`src/rtl/spi_clkdiv_pkg.sv`:
```
`timescale 1ns/1ps
package spi_clkdiv_pkg;

   typedef enum logic [1:0] {
      SEQ_IDLE = 2'd0,
      SEQ_REST = 2'd1,
      SEQ_AWAY = 2'd2
   } seq_state_e;

   // ladder entry for index k: 0 reserved, odd k -> 3*2^(k>>1), even k -> 2^((k>>1)+1)
   function automatic int unsigned ratio_of_index(input int unsigned k);
      if (k == 0)
         return 0;
      if ((k % 2) == 1)
         return 3 << (k >> 1);
      return 1 << ((k >> 1) + 1);
   endfunction

   function automatic int unsigned ratio_bits(input int unsigned top_idx);
      return $clog2(ratio_of_index(top_idx) + 1);
   endfunction

endpackage

```
`src/rtl/spi_clkdiv_decode.sv`:
```
`timescale 1ns/1ps
module spi_clkdiv_decode
   import spi_clkdiv_pkg::*;
#(
   parameter int unsigned IDX_W       = 5,
   parameter int unsigned MAX_IDX     = 18,
   parameter int unsigned RATIO_W     = 11,
   parameter int unsigned HALF_W      = 10,
   parameter bit          DIV3_GATED  = 1'b1
) (
   input  logic [IDX_W-1:0]  idx_i,
   input  logic              div3_en_i,
   output logic              cfg_ok_o,
   output logic [HALF_W-1:0] rest_len_o,
   output logic [HALF_W-1:0] away_len_o
);

   localparam logic [IDX_W-1:0] TOP_IDX = IDX_W'(MAX_IDX);

   logic [RATIO_W-1:0] ratio_tbl [MAX_IDX+1];
   logic [IDX_W-1:0]   eff_idx;
   logic [RATIO_W-1:0] ratio;
   logic [RATIO_W:0]   ratio_up;
   logic               idx_nonzero;
   logic               div3_ok;

   // ladder built from the closed form, one constant per entry
   for (genvar g = 0; g <= MAX_IDX; g++) begin : g_ladder
      localparam int unsigned ENTRY = ratio_of_index(g);
      assign ratio_tbl[g] = RATIO_W'(ENTRY);
   end

   // clamp indices beyond the top of the ladder
   assign eff_idx     = (idx_i > TOP_IDX) ? TOP_IDX : idx_i;
   assign ratio       = ratio_tbl[eff_idx];
   assign idx_nonzero = (eff_idx != '0);

   if (DIV3_GATED) begin : g_div3_gated
      assign div3_ok = (eff_idx != IDX_W'(1)) || div3_en_i;
   end else begin : g_div3_free
      logic unused_div3;
      assign unused_div3 = div3_en_i;
      assign div3_ok     = 1'b1;
   end

   assign cfg_ok_o = idx_nonzero && div3_ok;

   // rest half takes the extra cycle of an odd ratio
   assign ratio_up   = {1'b0, ratio} + {{RATIO_W{1'b0}}, 1'b1};
   assign rest_len_o = HALF_W'(ratio_up >> 1);
   assign away_len_o = HALF_W'(ratio >> 1);

   always_comb begin
      AST_USABLE_HAS_HALVES: assert (!cfg_ok_o || ((rest_len_o != '0) && (away_len_o != '0)))
         else $error("usable index decoded to an empty half");
   end

endmodule

```
`src/rtl/spi_clkdiv_seq.sv`:
```
`timescale 1ns/1ps
module spi_clkdiv_seq
   import spi_clkdiv_pkg::*;
#(
   parameter int unsigned HALF_W = 10
) (
   input  logic              clk,
   input  logic              rst_n,
   input  logic              en_i,
   input  logic              cfg_ok_i,
   input  logic              cpol_i,
   input  logic [HALF_W-1:0] rest_len_i,
   input  logic [HALF_W-1:0] away_len_i,
   output logic              lead_evt_o,
   output logic              trail_evt_o,
   output logic              running_o,
   output logic              cpol_q_o
);

   localparam logic [HALF_W-1:0] ONE = HALF_W'(1);

   seq_state_e        state_q;
   logic [HALF_W-1:0] cnt_q;
   logic [HALF_W-1:0] away_q;
   logic              cpol_q;
   logic              go;
   logic              cnt_zero;
   logic              keep_going;

   assign go         = en_i && cfg_ok_i;
   assign cnt_zero   = (cnt_q == '0);
   assign keep_going = go && (cpol_i == cpol_q);

   always_ff @(posedge clk or negedge rst_n) begin
      if (!rst_n) begin
         state_q <= SEQ_IDLE;
         cnt_q   <= '0;
         away_q  <= '0;
         cpol_q  <= 1'b0;
      end else begin
         case (state_q)
            SEQ_IDLE: begin
               if (go) begin
                  state_q <= SEQ_REST;
                  cnt_q   <= rest_len_i - ONE;
                  away_q  <= away_len_i;
                  cpol_q  <= cpol_i;
               end
            end
            SEQ_REST: begin
               if (!en_i) begin
                  state_q <= SEQ_IDLE;
               end else if (cnt_zero) begin
                  state_q <= SEQ_AWAY;
                  cnt_q   <= away_q - ONE;
               end else begin
                  cnt_q <= cnt_q - ONE;
               end
            end
            SEQ_AWAY: begin
               if (cnt_zero) begin
                  if (keep_going) begin
                     state_q <= SEQ_REST;
                     cnt_q   <= rest_len_i - ONE;
                     away_q  <= away_len_i;
                  end else begin
                     state_q <= SEQ_IDLE;
                  end
               end else begin
                  cnt_q <= cnt_q - ONE;
               end
            end
            default: state_q <= SEQ_IDLE;
         endcase
      end
   end

   assign lead_evt_o  = (state_q == SEQ_REST) && en_i && cnt_zero;
   assign trail_evt_o = (state_q == SEQ_AWAY) && cnt_zero;
   assign running_o   = (state_q != SEQ_IDLE);
   assign cpol_q_o    = cpol_q;

   AST_AWAY_CNT_BOUND: assert property (@(posedge clk) disable iff (!rst_n)
      (state_q == SEQ_AWAY) |-> (cnt_q < away_q));

   AST_AWAY_HELD: assert property (@(posedge clk) disable iff (!rst_n)
      ((state_q == SEQ_AWAY) && !cnt_zero) |=> (state_q == SEQ_AWAY));

endmodule

```
`src/rtl/spi_clkdiv_edge_out.sv`:
```
`timescale 1ns/1ps
module spi_clkdiv_edge_out (
   input  logic clk,
   input  logic rst_n,
   input  logic running_i,
   input  logic lead_evt_i,
   input  logic trail_evt_i,
   input  logic rest_lvl_i,
   output logic sclk_o,
   output logic lead_o,
   output logic trail_o
);

   always_ff @(posedge clk or negedge rst_n) begin
      if (!rst_n) begin
         sclk_o  <= 1'b0;
         lead_o  <= 1'b0;
         trail_o <= 1'b0;
      end else begin
         lead_o  <= lead_evt_i;
         trail_o <= trail_evt_i && !lead_evt_i;
         if (lead_evt_i)
            sclk_o <= !rest_lvl_i;
         else if (trail_evt_i || !running_i)
            sclk_o <= rest_lvl_i;
      end
   end

   AST_STROBES_EXCLUSIVE: assert property (@(posedge clk) disable iff (!rst_n)
      !(lead_o && trail_o));

   AST_LEAD_MOVES_CLOCK: assert property (@(posedge clk) disable iff (!rst_n)
      lead_o |-> (sclk_o != $past(sclk_o)));

   AST_TRAIL_MOVES_CLOCK: assert property (@(posedge clk) disable iff (!rst_n)
      trail_o |-> (sclk_o != $past(sclk_o)));

endmodule

```
`src/rtl/spi_clkdiv.sv`:
```
`timescale 1ns/1ps
module spi_clkdiv
   import spi_clkdiv_pkg::*;
#(
   parameter int unsigned IDX_W       = 5,
   parameter bit          WIDE_LADDER = 1'b1,
   parameter bit          DIV3_GATED  = 1'b1
) (
   input  logic             clk,
   input  logic             rst_n,
   input  logic             en_i,
   input  logic [IDX_W-1:0] div_idx_i,
   input  logic             div3_en_i,
   input  logic             cpol_i,
   output logic             sclk_o,
   output logic             lead_o,
   output logic             trail_o,
   output logic             cfg_err_o
);

   localparam int unsigned MAX_IDX = WIDE_LADDER ? 18 : 16;
   localparam int unsigned RATIO_W = ratio_bits(MAX_IDX);
   localparam int unsigned HALF_W  = RATIO_W - 1;

   if (IDX_W < $clog2(MAX_IDX + 1)) begin : g_bad_idx_w
      $error("IDX_W too narrow for the ladder");
   end
   if (RATIO_W < 3) begin : g_bad_ratio_w
      $error("ratio width too small");
   end

   logic              cfg_ok;
   logic [HALF_W-1:0] rest_len;
   logic [HALF_W-1:0] away_len;
   logic              lead_evt;
   logic              trail_evt;
   logic              running;
   logic              cpol_q;
   logic              rest_lvl;

   spi_clkdiv_decode #(
      .IDX_W      (IDX_W),
      .MAX_IDX    (MAX_IDX),
      .RATIO_W    (RATIO_W),
      .HALF_W     (HALF_W),
      .DIV3_GATED (DIV3_GATED)
   ) u_decode (
      .idx_i      (div_idx_i),
      .div3_en_i  (div3_en_i),
      .cfg_ok_o   (cfg_ok),
      .rest_len_o (rest_len),
      .away_len_o (away_len)
   );

   spi_clkdiv_seq #(
      .HALF_W (HALF_W)
   ) u_seq (
      .clk         (clk),
      .rst_n       (rst_n),
      .en_i        (en_i),
      .cfg_ok_i    (cfg_ok),
      .cpol_i      (cpol_i),
      .rest_len_i  (rest_len),
      .away_len_i  (away_len),
      .lead_evt_o  (lead_evt),
      .trail_evt_o (trail_evt),
      .running_o   (running),
      .cpol_q_o    (cpol_q)
   );

   // rest level follows the pin while idle, the latched value while running
   assign rest_lvl = running ? cpol_q : cpol_i;

   spi_clkdiv_edge_out u_out (
      .clk         (clk),
      .rst_n       (rst_n),
      .running_i   (running),
      .lead_evt_i  (lead_evt),
      .trail_evt_i (trail_evt),
      .rest_lvl_i  (rest_lvl),
      .sclk_o      (sclk_o),
      .lead_o      (lead_o),
      .trail_o     (trail_o)
   );

   always_ff @(posedge clk or negedge rst_n) begin
      if (!rst_n)
         cfg_err_o <= 1'b0;
      else
         cfg_err_o <= !cfg_ok;
   end

   AST_IDLE_AT_REST: assert property (@(posedge clk) disable iff (!rst_n)
      (!running && !$past(running)) |-> (sclk_o == $past(cpol_i)));

   AST_BAD_IDX_NO_START: assert property (@(posedge clk) disable iff (!rst_n)
      (!running && !cfg_ok) |=> !running);

   AST_ERR_MEANS_NO_LEAD: assert property (@(posedge clk) disable iff (!rst_n)
      (cfg_err_o && !running) |-> !lead_o);

endmodule

```
`config.mk`:
```
export PLATFORM = sky130hd
export DESIGN_NAME = spi_clkdiv
export DESIGN_NICKNAME = d
export VERILOG_FILES = /design/src/rtl/spi_clkdiv_pkg.sv /design/src/rtl/spi_clkdiv_decode.sv /design/src/rtl/spi_clkdiv_seq.sv /design/src/rtl/spi_clkdiv_edge_out.sv /design/src/rtl/spi_clkdiv.sv
export SDC_FILE = /design/constraint.sdc
export NUM_CORES = 1
export LEC_CHECK = 0
export ABC_AREA = 1
export CORE_MARGIN = 4
export CORE_UTILIZATION = 53
export CTS_CLUSTER_DIAMETER = 80
export DETAILED_ROUTE_END_ITERATION = 10
export DONT_BUFFER_PORTS = 1
export GPL_ROUTABILITY_DRIVEN = 0
export PLACE_DENSITY_LB_ADDON = 0.1
export SYNTH_ARGS = -nofsm -noshare
export SYNTH_HDL_FRONTEND = slang
export SYNTH_SLANG_ARGS = --single-unit
```
`constraint.sdc`:
```
create_clock -name clk -period 2.03 [get_ports clk]
set_input_delay 0.406 -clock clk [delete_from_list [all_inputs] [get_ports clk]]
set_output_delay 0.406 -clock clk [all_outputs]
set_load 0.01 [all_outputs]
```
# ---- After elaboration in Yosys (flattened, before gate mapping)
# Memories as Yosys holds them, arrays and structs flattened.
# Index checks and enable logic that the tools add are counted.
dict set report totals {
  reg_bits 27
  latch_bits 0
  mem_bits_rw 0
  romBits 352
  input_bits 10
  output_inout_bits 4
  wordCells 72
  mem_count 1
}
dict set report op_classes {
  addsub 4
  multipliers 0
  div 0
  n_lt_le_gt_ge 2
  n_eq_ne 10
  shifts 0
  n_mux 22
  bitwise_logic 1
  n_reduce_logical 24
}
# memory depth word_bits rd rd_clocked_by_memory_dff wr line_no
set memory_table {}
lappend memory_table {{(no name shown)} 32 11 1 0 0 spi_clkdiv_decode.sv:35} ;# assign ratio = ratio_tbl[eff_idx];
# op count
set op_table {}
lappend op_table {{2-to-1 mux 10 bit} 8}
lappend op_table {{case mux 10 bit (3 select lines)} 1}
lappend op_table {{subtractor 10 x 1 -> 10 bit (second input constant)} 3}
lappend op_table {{2-to-1 mux 11 bit} 2}
lappend op_table {{case mux 10 bit (2 select lines)} 1}
lappend op_table {{adder 11 x 1 -> 11 bit (second input constant)} 1}
lappend op_table {{logical NOT 10 bit} 1}
lappend op_table {{2-to-1 mux 2 bit} 4}
lappend op_table {{AND reduction 4 bit} 2}
lappend op_table {{logical AND 1 bit} 7}
lappend op_table {{>= comparator 6 bit (second input constant)} 1}
lappend op_table {{!= test 2 x 1 -> 1 bit (second input constant)} 3}
lappend op_table {{inverter 5 -> 6 bit} 1}
lappend op_table {{case mux 2 bit (3 select lines)} 1}
lappend op_table {{nonzero test 2 bit} 3}
lappend op_table {{greater-than comparator 5 bit (second input constant)} 1}
lappend op_table {{2-to-1 mux 5 bit} 1}
lappend op_table {{!= test 5 x 1 -> 1 bit (second input constant)} 1}
lappend op_table {{nonzero test 5 bit} 1}
lappend op_table {{logical NOT 1 bit} 4}
lappend op_table {{2-to-1 mux 1 bit} 4}
lappend op_table {{!= test 3 x 2 -> 1 bit (second input constant)} 1}
lappend op_table {{!= test 3 bit (second input constant)} 1}
lappend op_table {{AND reduction 3 bit} 1}
lappend op_table {{other kinds (8)} 9}

# ---- Logic depth before layout (Yosys ltp)
dict set report depth {
  depth_word 11
  ltp_mapped 19
  ltp_nobuf 18
}

# ---- Modules after synthesis
# From an unflattened synthesis, not the netlist that was laid out.
dict set report hier_totals {
  hier_cells 400
  hier_area_um2 2507.4
}
# module instances cells_per_inst area_each_um2 seq_area_each_um2
set by_module_without_submodules {}
lappend by_module_without_submodules {spi_clkdiv_seq 1 319 2009.4 575.6}
lappend by_module_without_submodules {spi_clkdiv_decode 1 61 334.1 0.0}
lappend by_module_without_submodules {spi_clkdiv_edge_out 1 14 120.1 75.1}
lappend by_module_without_submodules {spi_clkdiv 1 6 43.8 25.0}

# ---- Worst setup path before layout
# No wires, ideal clock.
dict set report synth_path {
  kind {input-to-reg}
  from {in div_idx_i[4]}
  to {reg u_seq.cnt_q[4]}
  setup_ps 121
  t_arrival_ps 1958
  required_ps 1909
  setup_slack_ps -49
  cell_stages 18
  n_path_buf 1
  cell_sequence {buf_4 > inv_2 > nand2_1 > nor2_2 > inv_2 > nor2_2 > ha_1 > inv_1 > nor3_1 > nand4_1 > nand2_1 > nor2_1 > nand2_1 > inv_1 > a22oi_1 > o21ai_0 > nand2_1 > o21ai_1}
}
dict set report synth_via {
  elab_chain_len 11
}
# element line_no
set synth_lines {}
lappend synth_lines {{start, declared} spi_clkdiv.sv:12} ;# input logic [IDX_W-1:0] div_idx_i,
lappend synth_lines {{greater-than comparator 5 bit} spi_clkdiv_decode.sv:34} ;# assign eff_idx = (idx_i > TOP_IDX) ? TOP_IDX : idx_i;
lappend synth_lines {{2-to-1 mux 5 bit (*)} spi_clkdiv_decode.sv:34}
lappend synth_lines {{inverter 5 -> 6 bit (implied by the code) (*)} spi_clkdiv_decode.sv:35}
lappend synth_lines {{memory (32 x 11 bit) (*)} --}
lappend synth_lines {{2-to-1 mux 11 bit (implied by the code) (*) (2 in series)} spi_clkdiv_decode.sv:35}
lappend synth_lines {{via away_len[0]} spi_clkdiv.sv:34} ;# logic [HALF_W-1:0] away_len;
lappend synth_lines {{adder 11 x 1 -> 11 bit (*)} spi_clkdiv_decode.sv:49} ;# assign ratio_up = {1'b0, ratio} + {{RATIO_W{1'b0}}, 1'b1};
lappend synth_lines {{subtractor 10 x 1 -> 10 bit (*)} {spi_clkdiv_seq.sv:45, spi_clkdiv_seq.sv:64}}
lappend synth_lines {{2-to-1 mux 10 bit} spi_clkdiv_seq.sv:62} ;# if (keep_going) begin
lappend synth_lines {{2-to-1 mux 10 bit} spi_clkdiv_seq.sv:61} ;# if (cnt_zero) begin
lappend synth_lines {{case mux 10 bit (3 select lines) (*)} spi_clkdiv_seq.sv:41} ;# case (state_q)
lappend synth_lines {{end signal, assigned} spi_clkdiv_seq.sv:45} ;# cnt_q <= rest_len_i - ONE;
lappend synth_lines {{end signal, assigned} spi_clkdiv_seq.sv:64} ;# cnt_q <= rest_len_i - ONE;
lappend synth_lines {{end signal, assigned} spi_clkdiv_seq.sv:70} ;# cnt_q <= cnt_q - ONE;
lappend synth_lines {{end, declared} spi_clkdiv_seq.sv:23} ;# logic [HALF_W-1:0] cnt_q;
# Mark *: on every way through the listed nets, which the timed path passes. The rest lies on a longest branch. The select of a mux whose other input is x is not followed.
# A chain may end at the register's enable or synchronous reset.

# ---- Worst setup path after layout
dict set report layout_path {
  from {reg u_seq.cnt_q[0]}
  to {reg u_seq.cnt_q[6]}
}
dict set report layout_via {
  elab_chain_len 4
}
# element line_no
set layout_lines {}
lappend layout_lines {{start signal, assigned} spi_clkdiv_seq.sv:45}
lappend layout_lines {{start signal, assigned} spi_clkdiv_seq.sv:55} ;# cnt_q <= away_q - ONE;
lappend layout_lines {{start signal, assigned} spi_clkdiv_seq.sv:57} ;# cnt_q <= cnt_q - ONE;
lappend layout_lines {{subtractor 10 x 1 -> 10 bit / logical NOT 10 bit (equally long branches)} {spi_clkdiv_seq.sv:57, spi_clkdiv_seq.sv:70, spi_clkdiv_seq.sv:31}}
lappend layout_lines {{2-to-1 mux 10 bit} spi_clkdiv_seq.sv:53} ;# end else if (cnt_zero) begin
lappend layout_lines {{2-to-1 mux 10 bit} spi_clkdiv_seq.sv:51} ;# if (!en_i) begin
lappend layout_lines {{case mux 10 bit (3 select lines)} spi_clkdiv_seq.sv:41}
# Parallel ways exist; a longest one is shown, timed or not. The select of a mux whose other input is x is not followed.

==> out/summary.txt <==
Status: finished, final reports clean
H-Tree Level Count: 1
Clk Tree Root Cell: sky130_fd_sc_hd__clkbuf_8
Hold Path Sink: u_out.trail_o$_DFF_PN0_
Total overflow reported by the global router: 0
Vias per inst: 5.42
Path depth of the worst reg2reg path: 14
Relative slew margins: 0.786
Number of search-and-repair iterations in the first detailed-routing pass: 5
Max IR drop VDD: 0.601 mV
Global-route wire length before repair: 10100 µm
Fin. Hold Viols: 0
CP max FO: 4
Cts bufs inserted: 3
Synth top area cells: sky130_fd_sc_hd__dfrtp_1, sky130_fd_sc_hd__nand2_1, sky130_fd_sc_hd__inv_1, sky130_fd_sc_hd__nor2_1, sky130_fd_sc_hd__o21ai_0
Area used by multi-input combinational logic: 1450 µm²
Total inserted antenna cells: 0
CTS tree: yes
Cell type with the highest aggregate area in the netlist: sky130_fd_sc_hd__dfrtp_1
HP Start: en_i
Fin. max-slew vios: 0
Core area: 4060 µm²
Fin crit period: 1.86 ns
Number of fillers in the final layout: 386
Placement Setup Slack: -0.131 ns
Worst-path clk slew: 0.10 ns
Capture point of the worst reg-to-reg path: u_seq.cnt_q[6]$_DFFE_PN0P_
Adder-Cell Fraction of Synth Area: 0.0441
Slowest Stage Delay on Critical Path: 0.43 ns
Count of mapped cells out of synthesis: 339
Critical path launch point type: flip-flop
Max Fclk: 0.538 GHz
Fin worst setup slack: 0.171 ns
Number of antenna violations at the first check in global routing: 0
Post-route clock period utilization: 0.916
Clock tree skew after final layout: 0.00293 ns
Remaining routing DRC violations: 0
XOR/XNOR Fraction of Synth Area: 0.0540
Area of the die: 5390 µm²
GRT Resource Usage Total: 0.241
Basic-gate share of the synthesized area counting and, or, nand and nor cells: 0.348
WHS Path Cells: 1
Synthesized netlist net count: 357
Power density of the placed cells: 1350 nW/µm²
Required time worst endpoint: 2.20 ns
Yosys synthesis warning count: 0
Number of DRC violations after detailed-routing iteration 0: 179
Count of final setup violators: 0
Final #Nets: 381
Average detailed-routed wire length per instance: 14.2 µm
Slowest-stage cell, CP: sky130_fd_sc_hd__dfrtp_1
Number of global-route vias before repair: 2172
Area grow syn2layout: 15.8%
Seq cells post-synth: 27
Register-to-register setup slack: 0.17 ns
Multiplexer share of the synthesized area: 0
Y dimension of the die: 73.4 µm
Total leakage power: 0.00134 µW
Combined area of all synthesized cells: 2270 µm²
Arrival time at the worst endpoint: 2.03 ns
Via Count: 2235
Pin count of the biggest net entering global routing: 28
Cell Count, Final, Fillers Out: 412
Cell count after placement: 405
Final HPWL from detailed placement: 4570 µm
Synth Area in Compound Gates: 0.155
Type of element capturing the critical path: flip-flop
Transition time at the pin with the least slew margin: 0.317 ns
Post-detailed-route count of antenna-violating nets: 0
Final WL: 5860 µm
Port Buf Inserts: 0
Share of synthesized area occupied by flip-flops and latches: 0.298
Number of max-capacitance violations reported: 0
Largest family of logic cells by synthesized area: simple AND/OR/NAND/NOR gates
Ratio of cells with drive above 1 in the final layout: 0.182
Initial core utilization: 0.559
Clock latency of the later-clocked register in the worst-skew pair: 0.27 ns
Bufs on Longest Clock Path: 2
Clock tree sinks: 27
R2r startpoint: u_seq.cnt_q[0]$_DFFE_PN0P_
Area taken by flip-flops and latches: 676 µm²
I/O pin total: 14
CP Cell Sequence: inv_2 > ha_2 > nand2_2 > nor2_4 > nand3_2 > inv_2 > nor2_2 > buf_4 > inv_1 > o21ai_0 > nor2_1 > nand2_1 > nand3_1 > nand2_1
Path class of the lowest-slack min-delay path: in2reg
Horizontal die dimension: 73.4 µm
Synthesized area per cell: 6.70 µm²
Kind of critical path: reg2reg
Std cell rows: 23
Number of library cell types mapped by synthesis: 38
Post-synth top area share: 0.298
Min Hold Slack: 0.225 ns
-- repair_timing --
item | CTS | global route
setup buffers | 0 | 1
hold endpoints to repair | 27 | 0
setup endpoints to repair | 0 | 22
hold buffers | 2 | 0
resized for setup | 0 | 24
-- worst max-delay path, delay by kind of cell (launching register included) --
kind                       cells  cell delay (ns)
AOI/OAI and AO/OA              1             0.08
buffers and inverters          4             0.36
and+or+nand+nor                8             0.72
adders and majority gates      1             0.18
DFF                            1             0.43
-- logic make-up after synthesis --
| logic type | count (synthesis) |
|---|---|
| AOI/OAI and AO/OA | 62 |
| xor gates and xnor gates | 14 |
| adders and majority gates | 8 |
| buffers and inverters | 57 |
| DFF | 27 |
| and+or+nand+nor | 171 |
-- where the power goes --
group          leakage [µW]  switching (µW)  total (µW)  internal [µW]
registers          0.000346             216         973            757
logic              0.000970            1400        2260            864
clock network     0.0000228             173         314            141
-- Yosys cell counts, drive strengths merged --
library cell and instances:
a21oi 13, a22oi 2, a311oi 1, a31oi 2
a32oi 1, buf 6, clkbuf 1, dfrtp 27
ha 8, inv 50, nand2 87, nand3 26
nand3b 1, nand4 7, nor2 41, nor3 7
o211ai 2, o21a 1, o21ai 34, o221ai 1
o22ai 3, o31ai 2, or2 2, xnor2 1
xor2 13
-- stage by stage --
step	power (µW)	utilization	cell area [µm²]	setup TNS (ns)
2_1_floorplan	2560	-	2270	-0.0766
3_3_place_gp	3070	0.608	2470	-0.0914
3_5_place_dp	3110	0.608	2470	-0.367
4_1_cts	3450	0.626	2540	0
5_1_grt	3930	0.648	2630	-0.0193
6_report	3550	0.648	2630	0
-- layer usage --
layer / up-vias / global-route usage / share of wire
li1: 1149 / - / -
met1: 998 / 0.351 / 0.50
met2: 72 / 0.366 / 0.43
met3: 16 / 0.0260 / 0.049
met4: 0 / 0.0905 / 0.025
met5: - / 0 / 0
-- flip-flops by register name (all words and copies together) (netlist names) --
signal          flops
u_seq.cnt_q        10
u_out.trail_o       1
u_seq.cpol_q_o      1
cfg_err_o           1
u_seq.state_q       2
u_out.sclk_o        1
u_seq.away_q       10
u_out.lead_o        1
-- layout by cell type (no fill, tap or decap), types with 7 or more instances in the layout --
cell type,Yosys,layout
sky130_fd_sc_hd__dfrtp_1,27,27
sky130_fd_sc_hd__inv_2,4,7
sky130_fd_sc_hd__buf_4,1,24
sky130_fd_sc_hd__o21ai_0,25,21
sky130_fd_sc_hd__xor2_1,13,12
sky130_fd_sc_hd__o21ai_1,9,13
sky130_fd_sc_hd__inv_1,46,43
sky130_fd_sc_hd__nand4_1,7,7
sky130_fd_sc_hd__nand3_1,22,21
sky130_fd_sc_hd__nor2_1,35,32
sky130_fd_sc_hd__a21oi_1,11,11
sky130_fd_sc_hd__nand2_1,83,82
-- how the worst max path moves through the flow --
stage,start,depth (start not counted),end,slack [ns]
finish,u_seq.cnt_q[0]$_DFFE_PN0P_,14,u_seq.cnt_q[6]$_DFFE_PN0P_,0.17
global route,u_seq.cnt_q[0]$_DFFE_PN0P_,16,u_seq.cnt_q[9]$_DFFE_PN0P_,-0.02
CTS,u_seq.cnt_q[0]$_DFFE_PN0P_,11,u_seq.cnt_q[3]$_DFFE_PN0P_,0.01
detailed placement,div_idx_i[3],17,u_seq.cnt_q[4]$_DFFE_PN0P_,-0.13
global placement,div_idx_i[3],16,u_seq.cnt_q[4]$_DFFE_PN0P_,-0.06
floorplan,div_idx_i[4],18,u_seq.cnt_q[4]$_DFFE_PN0P_,-0.05
-- cell type report --
| class | instances | area share |
|---|---|---|
| Inverter | 50 | 0.0714 |
| Clock buffer | 4 | 0.0171 |
| Sequential cell | 27 | 0.257 |
| Tap cell | 50 | 0.0238 |
| Multi-Input combinational cell | 255 | 0.551 |
| Timing Repair Buffer | 26 | 0.0800 |
Note: power is estimated with default switching activity, not from simulation.
